--- config.mk ---
export PLATFORM = sky130hd
export DESIGN_NAME = bridge_fault_inj
export DESIGN_NICKNAME = d
export VERILOG_FILES = /design/src/rtl/bridge_fault_inj.sv
export SDC_FILE = /design/constraint.sdc
export NUM_CORES = 1
export LEC_CHECK = 0
export ABC_CLOCK_PERIOD_IN_PS = 2800
export BUFFER_PORTS_ARGS = -buffer_cell sky130_fd_sc_hd__buf_2
export CAP_MARGIN = 15
export CORE_ASPECT_RATIO = 0.75
export CORE_MARGIN = 2
export CORE_UTILIZATION = 52
export CTS_CLUSTER_SIZE = 10
export DETAILED_ROUTE_END_ITERATION = 8
export PLACE_DENSITY = 0.81
export SLEW_MARGIN = 5
export SYNTH_ARGS = -nofsm -noshare
export SYNTH_HDL_FRONTEND = slang
export SYNTH_SLANG_ARGS = --single-unit
--- constraint.sdc ---
create_clock -name clk -period 2.8 [get_ports clk]
set_clock_uncertainty 0.1 [all_clocks]
set_input_delay 0.42 -clock clk [delete_from_list [all_inputs] [get_ports clk]]
set_output_delay 0.42 -clock clk [all_outputs]
set_load 0.01 [all_outputs]
--- src/rtl/bridge_fault_inj.sv ---
module bridge_fault_inj #(
  parameter int NUM_PAIRS = 6,
  parameter int TGT_W     = (NUM_PAIRS > 1) ? $clog2(NUM_PAIRS) : 1
) (
  input  logic                 clk,
  input  logic                 rst_n,
  input  logic                 cfg_wr,
  input  logic                 cfg_en,
  input  logic [3:0]           cfg_code,
  input  logic [TGT_W-1:0]     cfg_target,
  input  logic [NUM_PAIRS-1:0] src_a,
  input  logic [NUM_PAIRS-1:0] src_b,
  output logic [NUM_PAIRS-1:0] dst_a,
  output logic [NUM_PAIRS-1:0] dst_b,
  output logic [NUM_PAIRS-1:0] short_flag
);

  localparam logic [3:0] C_WAND  = 4'd1;
  localparam logic [3:0] C_WOR   = 4'd2;
  localparam logic [3:0] C_ADOM  = 4'd3;
  localparam logic [3:0] C_BDOM  = 4'd4;
  localparam logic [3:0] C_ADAND = 4'd5;
  localparam logic [3:0] C_BDAND = 4'd6;
  localparam logic [3:0] C_ADOR  = 4'd7;
  localparam logic [3:0] C_BDOR  = 4'd8;

  logic             en_q;
  logic [3:0]       code_q;
  logic [TGT_W-1:0] tgt_q;
  logic             code_ok;

  always_ff @(posedge clk or negedge rst_n) begin
    if (!rst_n) begin
      en_q   <= 1'b0;
      code_q <= '0;
      tgt_q  <= '0;
    end else if (cfg_wr) begin
      en_q   <= cfg_en;
      code_q <= cfg_code;
      tgt_q  <= cfg_target;
    end
  end

  assign code_ok = (code_q >= C_WAND) && (code_q <= C_BDOR);

  function automatic logic [1:0] bridge_f(input logic [3:0] k, input logic a, input logic b);
    case (k)
      C_WAND:  return {a & b, a & b};
      C_WOR:   return {a | b, a | b};
      C_ADOM:  return {a, a};
      C_BDOM:  return {b, b};
      C_ADAND: return {a, a & b};
      C_BDAND: return {a & b, b};
      C_ADOR:  return {a, a | b};
      C_BDOR:  return {a | b, b};
      default: return {a, b};
    endcase
  endfunction

  for (genvar i = 0; i < NUM_PAIRS; i++) begin : g_pair
    logic       hit;
    logic [1:0] res;

    assign hit           = en_q && (tgt_q == TGT_W'(i));
    assign res           = hit ? bridge_f(code_q, src_a[i], src_b[i]) : {src_a[i], src_b[i]};
    assign dst_a[i]      = res[1];
    assign dst_b[i]      = res[0];
    assign short_flag[i] = hit && code_ok && (src_a[i] ^ src_b[i]);

    p_off_pass_r3: assert property (@(posedge clk) disable iff (!rst_n)
      !en_q |-> (dst_a[i] == src_a[i]) && (dst_b[i] == src_b[i]));

    p_other_pass_r9: assert property (@(posedge clk) disable iff (!rst_n)
      (tgt_q != TGT_W'(i)) |-> (dst_a[i] == src_a[i]) && (dst_b[i] == src_b[i]) && !short_flag[i]);

    p_bad_code_pass_r8: assert property (@(posedge clk) disable iff (!rst_n)
      !code_ok |-> (dst_a[i] == src_a[i]) && (dst_b[i] == src_b[i]));

    p_flag_fight_r10: assert property (@(posedge clk) disable iff (!rst_n)
      short_flag[i] |-> (src_a[i] != src_b[i]) && en_q);
  end

  p_flag_single_r10: assert property (@(posedge clk) disable iff (!rst_n)
    $onehot0(short_flag));

  p_cfg_hold_r2: assert property (@(posedge clk) disable iff (!rst_n)
    !cfg_wr |=> $stable(en_q) && $stable(code_q) && $stable(tgt_q));

endmodule

# --- Yosys cells after proc, flatten, opt, wreduce, memory -nomap -nowiden ---
# Cells that the tools add are included.
classes:
  reduce_logical: 20
  magnitude_cmp: 2
  bitwise_logic: 18
  n_eq_ne: 13
  n_mux: 12
ops:
  columns: ["cell", "n"]
  rows:
  - ["$pmux W2 S8", 6]
  - ["$logic_and A1 B1 Y1", 19]
  - ["$eq A4 B3 Y1 const B", 4]
  - ["$mux W2", 6]
  - ["$eq A4 B2 Y1 const B", 2]
  - ["$and A1 B1 Y1", 6]
  - ["$eq A3 B2 Y1 const B", 2]
  - ["$eq A3 B3 Y1 const B", 2]
  - ["$or A1 B1 Y1", 6]
  - ["$xor A1 B1 Y1", 6]
  - ["$eq A4 B1 Y1 const B", 1]
  - ["$eq A4 B4 Y1 const B", 1]
  - ["$ge A4 B1 Y1 const B", 1]
  - ["$le A4 B4 Y1 const B", 1]
  - ["$eq A3 B1 Y1 const B", 1]
  - ["$logic_not A3 Y1", 1]
totals:
  ff_bits: 8
  elab_cells: 68
  out_inout_bits: 18

# --- Longest topological paths before layout ---
# Gate-level depths: netlist (run 1).
logic_depth:
  depth_word: 4
  depth_mapped: 7
  mapped_depth_nobuf: 6

# --- Worst setup path before layout (run 1) ---
# OpenSTA, ideal clock, no wires.
synth_path:
  path_kind: "register -> output"
  startpoint: "register code_q[2]"
  endpoint: "output port dst_a[4]"
  arrival_time_ns: 1.711
  path_slack_ns: 0.569
  path_stages_with_launch: 6
  path_buffers: 1
  t_required_ns: 2.280
  path_cell_list: "dfrtp_1 > buf_4 > o31a_4 > or4_4 > nor4_1 > a21oi_1"
synth_via:
  elab_chain_cells: 3
  word_cells_on_any_way: 10
synth_rtl:
  columns: ["item", "line", "source"]
  rows:
  - ["from (decl)", "28", "logic [3:0] code_q;"]
  - ["from (signal assigned)", "39", "code_q <= cfg_code;"]
  - ["$eq A4 B4 Y1, or another cell as far along", "47", "case (k)"]
  - ["$pmux W2 S8 (*)", "47", null]
  - ["$mux W2 (*)", "65", "assign res = hit ? bridge_f(code_q, src_a[i], src_b[i]) : {src_a[i], src_b[i]};"]
  - ["to (decl)", "13", "output logic [NUM_PAIRS-1:0] dst_a,"]
# Every way passes the cells marked *; elsewhere a longest branch is shown, timed or not.

# --- Worst setup path in the final report (run 1) ---
layout_path:
  startpoint: "register code_q[2]"
  endpoint: "output port dst_a[0]"
# The elaborated chain is that of the path after synthesis.

==> results of run 1 <==
-- where the power goes --
group	switching, uW	total, uW	internal (uW)
sequential	15.9	144	128
combinational	140	254	114
clock	43.7	93.1	49.4
-- cells in the mapped netlist, types with 2 or more instances --
cell       n
mux2i_1    5
nand2b_1   7
nand3b_1  10
o21ai_0    3
and2_1     5
buf_2      3
nor2b_1    5
a21oi_1   13
nor2_1    21
nand2_1    5
clkbuf_1   6
o22a_1     4
or2_2      2
ha_1      12
a22oi_1    4
o31ai_1    4
a31oi_1    4
o21ai_1    3
dfrtp_1    8
a211oi_1   5
nor4_1     8
or3b_2     8
inv_1     13
mux2_2     8
-- critical path, cell delays in order, from the launching register on --
cell     delay (ns)
dfrtp_1        0.45
buf_4          0.21
or4b_1         0.64
o22a_1         0.26
a31oi_1        0.19
buf_2          0.16
-- worst max path at each step --
stage,from,end,cells after the start
after global placement,code_q[1]$_DFFE_PN0P_,dst_b[0],6
after floorplan,code_q[2]$_DFFE_PN0P_,dst_a[4],5
final,code_q[2]$_DFFE_PN0P_,dst_a[0],5
after detailed placement,code_q[1]$_DFFE_PN0P_,dst_b[0],6
after global routing,code_q[2]$_DFFE_PN0P_,dst_b[0],6
after CTS,code_q[1]$_DFFE_PN0P_,dst_a[3],7
-- registers in the layout, indices dropped and copies added (netlist names) --
name	flops
code_q	4
tgt_q	3
en_q	1
-- final cells by class --
type / count / area, um2
multi-input cells: 143 / 1050
fillers: 183 / 723
repair buffers: 46 / 259
flip-flops and latches: 8 / 201
inverters: 13 / 48.8
well taps: 34 / 42.5
clock buffers: 3 / 22.5
-- stage by stage --
step / utilization / cells
floorplan: - / 175
global placement: 0.660 / 243
detailed placement: 0.660 / 243
CTS: 0.676 / 247
global route: 0.692 / 247
finish: 0.692 / 247
-- kinds of logic after synthesis --
kind of cell	count (synthesis)	synth area share
compound gates	43	0.217
fa+ha+maj	12	0.114
buf+inv	24	0.0741
flops	8	0.152
mux	13	0.106
simple gates	75	0.337
-- metal layers --
metal | up-vias | part of all wire | global-route usage
met5 | - | 0 | 0
met2 | 71 | 0.49 | 0.500
met1 | 666 | 0.43 | 0.300
li1 | 711 | - | -
met4 | 0 | 0.0040 | 0.0622
met3 | 2 | 0.076 | 0.0541
-- repair_timing --
action | in CTS | in global routing
hold buffers | 1 | 0
gates resized for setup | 1 | 8
pin swaps | 0 | 0
endpoints found under the setup margin | 1 | 8
gates cloned | 0 | 0
hold endpoints to repair | 8 | 0
==> flow_metrics.tcl, run 1 <==
set metrics [dict create \
    status "finished clean" \
    core_um2 2350 \
    postSynthAreaPerCell_um2 7.53 \
    dpl.hpwl_um 2770 \
    area_growth_pct 23.2 \
    yosysTopAreaCell "dfrtp_1" \
    worstHoldStart "cfg_target[0]" \
    place_ws_ns 0.286 \
    ir_worst_vdd_v 0.000226 \
    r2r_cells 2 \
    pin_count 41 \
    grt_max_degree 21 \
    yosysWarnings 0 \
    synth_top_area_frac 0.152 \
    dr.pass1.iters 4 \
    worst_slack_ns 0.111 \
    most-common-layout-cells "buf_2, nor2_1, inv_1, a21oi_1, ha_1" \
    synth_nets 210 \
    start_util 0.562 \
    start_kind "flop" \
    numCtsBuffers 3 \
    die_area_um2 2960 \
    power_uw 491 \
    slew_viol_final 0 \
    setup_violations 0 \
    synthTopCellsByArea "dfrtp_1, ha_1, mux2_2, nor2_1, nand3b_1" \
    fmax_ghz 0.372 \
    die_x_um 62.1 \
    finalNetCount 250 \
    syn_area_um2 1320 \
    rsz0062_at_grt "no" \
    endpoint_kind "output port" \
    min_period_over_period 0.960 \
    max_slew_margin 0.543 \
    drive_gt1_frac 0.347 \
    path_clk_slew_ns 0.06 \
    finalHoldViolations 0 \
    hold_class "primary input to flop" \
    total_leakage_power_uw 0.000759 \
    ant_nets 0 \
    clockBufferDepth 2 \
    crit_fanout 15 \
    maxCapViolCount 0 \
    vias 1450 \
    antenna_found_initial 0 \
    rr_endpoint "code_q[2]$_DFFE_PN0P_" \
    clock_sinks 8 \
    via_per_inst 5.87 \
    synth.distinct_cells 33 \
    dpl_cell_area_um2 1550 \
    whs_path_depth 2 \
    insertion_delay_ns 0.26 \
    worst_pin_slew_ns 0.680 \
    required_ns 2.28 \
    num_rows 15 \
    synth_ff_type "dfrtp_1" \
    timing.hold.ws_ns 0.291 \
    wl_um 3730 \
    gp_congestion 0.787 \
    drc_errors 0 \
    arrival_ns 2.17 \
    ys_async_sr_fraction 1.00 \
    wl_per_cell_um 15.1 \
    grt.overflow.total 0 \
    final_common_cell "buf_2" \
    grt_pass1_vias 1345 \
    cts_root_buf "clkbuf_4" \
    min_to "tgt_q[0]$_DFFE_PN0P_" \
    crit_type "flop to output port" \
    fin_crit_ns 2.69 \
    synth-seq-area-share 0.152 \
    port_buffers 40 \
    ys_seq_elements 8 \
    cts_max_level 1 \
    diodes 0 \
    tritoncts "yes" \
    drt_iter0_markers 135 \
    r2r_start "code_q[2]$_DFFE_PN0P_" \
    power.density_nw_per_um2 302 \
    fin_area_um2 1620 \
    setup_tns_ns 0 \
    synth-edff-count 0 \
    r2r_setup_slack_ns 1.66 \
    die_h_um 47.6 \
    grt_first_pass_wirelength_um 5930 \
    track_usage 0.254 \
    synthCells 175 \
    postCtsSetupRepairBufs 0 \
]
Power figures use the tool's default switching activity.
==> inputs of run 2 (changes only) <==
Settings changed: CORE_UTILIZATION 52 to 53, CTS_BUF_LIST from default to sky130_fd_sc_hd__clkbuf_8, PLACE_DENSITY 0.81 to 0.82.
==> run 2 against run 1 <==
Effect of this change: fmax decreased by 1.7%; global-route usage increased by 1.6 points; sequential cell count is the same; non-clock buffer count fell by 1; routed wire length increased by 4.7%; clock-buffer cell count unchanged; clock power is 47% higher; sequential share of layout area decreased by 0.067 points; sequential power rose by 4%; register-to-register slack got worse by 0.04 ns; largest cell class unchanged; power is 8.8% higher.
==> flow_metrics.tcl, run 2 (synthesis results as in run 1) <==
set metrics [dict create \
    cp_top_family "simple AND/OR/NAND/NOR gates" \
    cpPeakStageDelay_ns 0.69 \
    start_util 0.566 \
    drive_gt1_frac 0.349 \
    cts_max_level 1 \
    core_um2 2330 \
    grt_max_degree 19 \
    arrival_ns 2.21 \
    final_common_cell "buf_2" \
    cp_cell_sequence "buf_4, or4b_1, o22ai_1, nor4_2, a21oi_1, buf_2" \
    maxCapViolCount 0 \
    final_cells 246 \
    drc_errors 0 \
    crit_slowest_cell "or4b_1" \
    via_per_inst 6.09 \
    track_usage 0.270 \
    total_leakage_power_uw 0.000759 \
    status "finished clean" \
    crit_type "flop to output port" \
    start_kind "flop" \
    setup_violations 0 \
    slew_viol_final 0 \
    die_x_um 61.6 \
    pin_count 41 \
    place_ws_ns 0.217 \
    gp_congestion 0.887 \
    clockBufferDepth 2 \
    wl_per_cell_um 15.9 \
    final_util 0.701 \
    tritoncts "yes" \
    fmax_ghz 0.366 \
    ir_worst_vdd_v 0.000250 \
    grt_pass1_vias 1368 \
    finalHoldViolations 0 \
    required_ns 2.28 \
    most-common-layout-cells "buf_2, nor2_1, inv_1, a21oi_1, ha_1" \
    numCtsBuffers 3 \
    die_area_um2 2900 \
    dpl.hpwl_um 2890 \
    min_period_over_period 0.977 \
    path_buf_inv 2 \
    num_rows 15 \
    path_clk_slew_ns 0.04 \
    port_buffers 40 \
    top_regs "code_q: 4 flops, tgt_q: 3 flops, en_q: 1 flops" \
    crit_fanout 10 \
    antenna_found_initial 0 \
    rsz0062_at_grt "no" \
    insertion_delay_ns 0.22 \
    vias 1499 \
    endpoint_kind "output port" \
    n_fill_cell 209 \
    largest-register "code_q" \
    ant_nets 0 \
    die_h_um 47.2 \
    timing.hold.ws_ns 0.326 \
    grt.overflow.total 0 \
    area_growth_pct 23.8 \
    hold_class "primary input to flop" \
    max_slew_margin 0.494 \
    dr.pass1.iters 5 \
    worst_pin_slew_ns 0.752 \
    fin_crit_ns 2.73 \
    multi_input_area_um2 1060 \
    wl_um 3910 \
    drt_iter0_markers 121 \
    postCtsSetupRepairBufs 0 \
    largest_register_ffs 4 \
    placed_cells 242 \
    regArea_um2 201 \
    power.density_nw_per_um2 327 \
    cts_root_buf "clkbuf_8" \
    grt_first_pass_wirelength_um 5780 \
    finalNetCount 249 \
    diodes 0 \
    worst_slack_ns 0.0654 \
    clock_sinks 8 \
]
## run 2: cell count changes in the layout (fill, tap and decap cells not counted)
cell / delta
a21oi_1: +1
a21oi_2: -1
buf_4: +1
buf_6: -1
buf_8: -1
clkbuf_4: -3
clkbuf_8: +3
nor4_1: -2
nor4_2: +2
## run 2: final timing paths
| check | from | endpoint | slack [ns] | cells past startpoint |
|---|---|---|---|---|
| setup / recovery | code_q[0]$_DFFE_PN0P_ | dst_a[4] | 0.07 | 6 |
| hold / removal | cfg_code[0] | code_q[0]$_DFFE_PN0P_ | 0.33 | 2 |
| setup reg to reg | code_q[1]$_DFFE_PN0P_ | code_q[1]$_DFFE_PN0P_ | 1.62 | 2 |
| hold reg to reg | tgt_q[1]$_DFFE_PN0P_ | tgt_q[1]$_DFFE_PN0P_ | 0.47 | 1 |
| max in group asynchronous | rst_n | code_q[1]$_DFFE_PN0P_ | 1.94 | 2 |
| min in group asynchronous | rst_n | en_q$_DFFE_PN0P_ | 0.47 | 2 |
## run 2: cell type report
type | count | area share
tap | 34 | 0.0261
clock buffer | 3 | 0.0253
timing repair buffer | 45 | 0.147
multi-input combinational | 143 | 0.648
sequential | 8 | 0.123
inverter | 13 | 0.0299
## run 2: where the power goes
| part | total (uW) | internal (uW) | switching [uW] |
|---|---|---|---|
| Clock | 137 | 93.0 | 43.9 |
| Sequential | 150 | 128 | 22.4 |
| Combinational | 247 | 111 | 136 |
| Total | 534 | 332 | 202 |
## run 2: routing by layer
| metal | wire [um] | up-vias | GRT usage |
|---|---|---|---|
| met4 | 58 | 0 | 0.0809 |
| met5 | 0 | - | 0 |
| li1 | - | 708 | - |
| met1 | 1480 | 706 | 0.315 |
| met2 | 2050 | 73 | 0.518 |
| met3 | 321 | 12 | 0.0358 |
## run 2: what timing repair did
action	4_1_cts	5_1_grt
pin swaps	0	0
hold buffers	1	0
setup endpoints to repair	2	11
cloned	0	0
hold endpoints to repair	8	0
gates resized for setup	0	7
## run 2: stage by stage
| step | instance area (um2) | TNS [ns] | power, uW |
|---|---|---|---|
| after detailed placement | 1540 | 0 | 382 |
| after CTS | 1590 | -0.0333 | 520 |
| after floorplan | 1320 | 0 | 306 |
| final | 1630 | 0 | 534 |
| after global placement | 1540 | 0 | 368 |
| after global routing | 1630 | 0 | 563 |
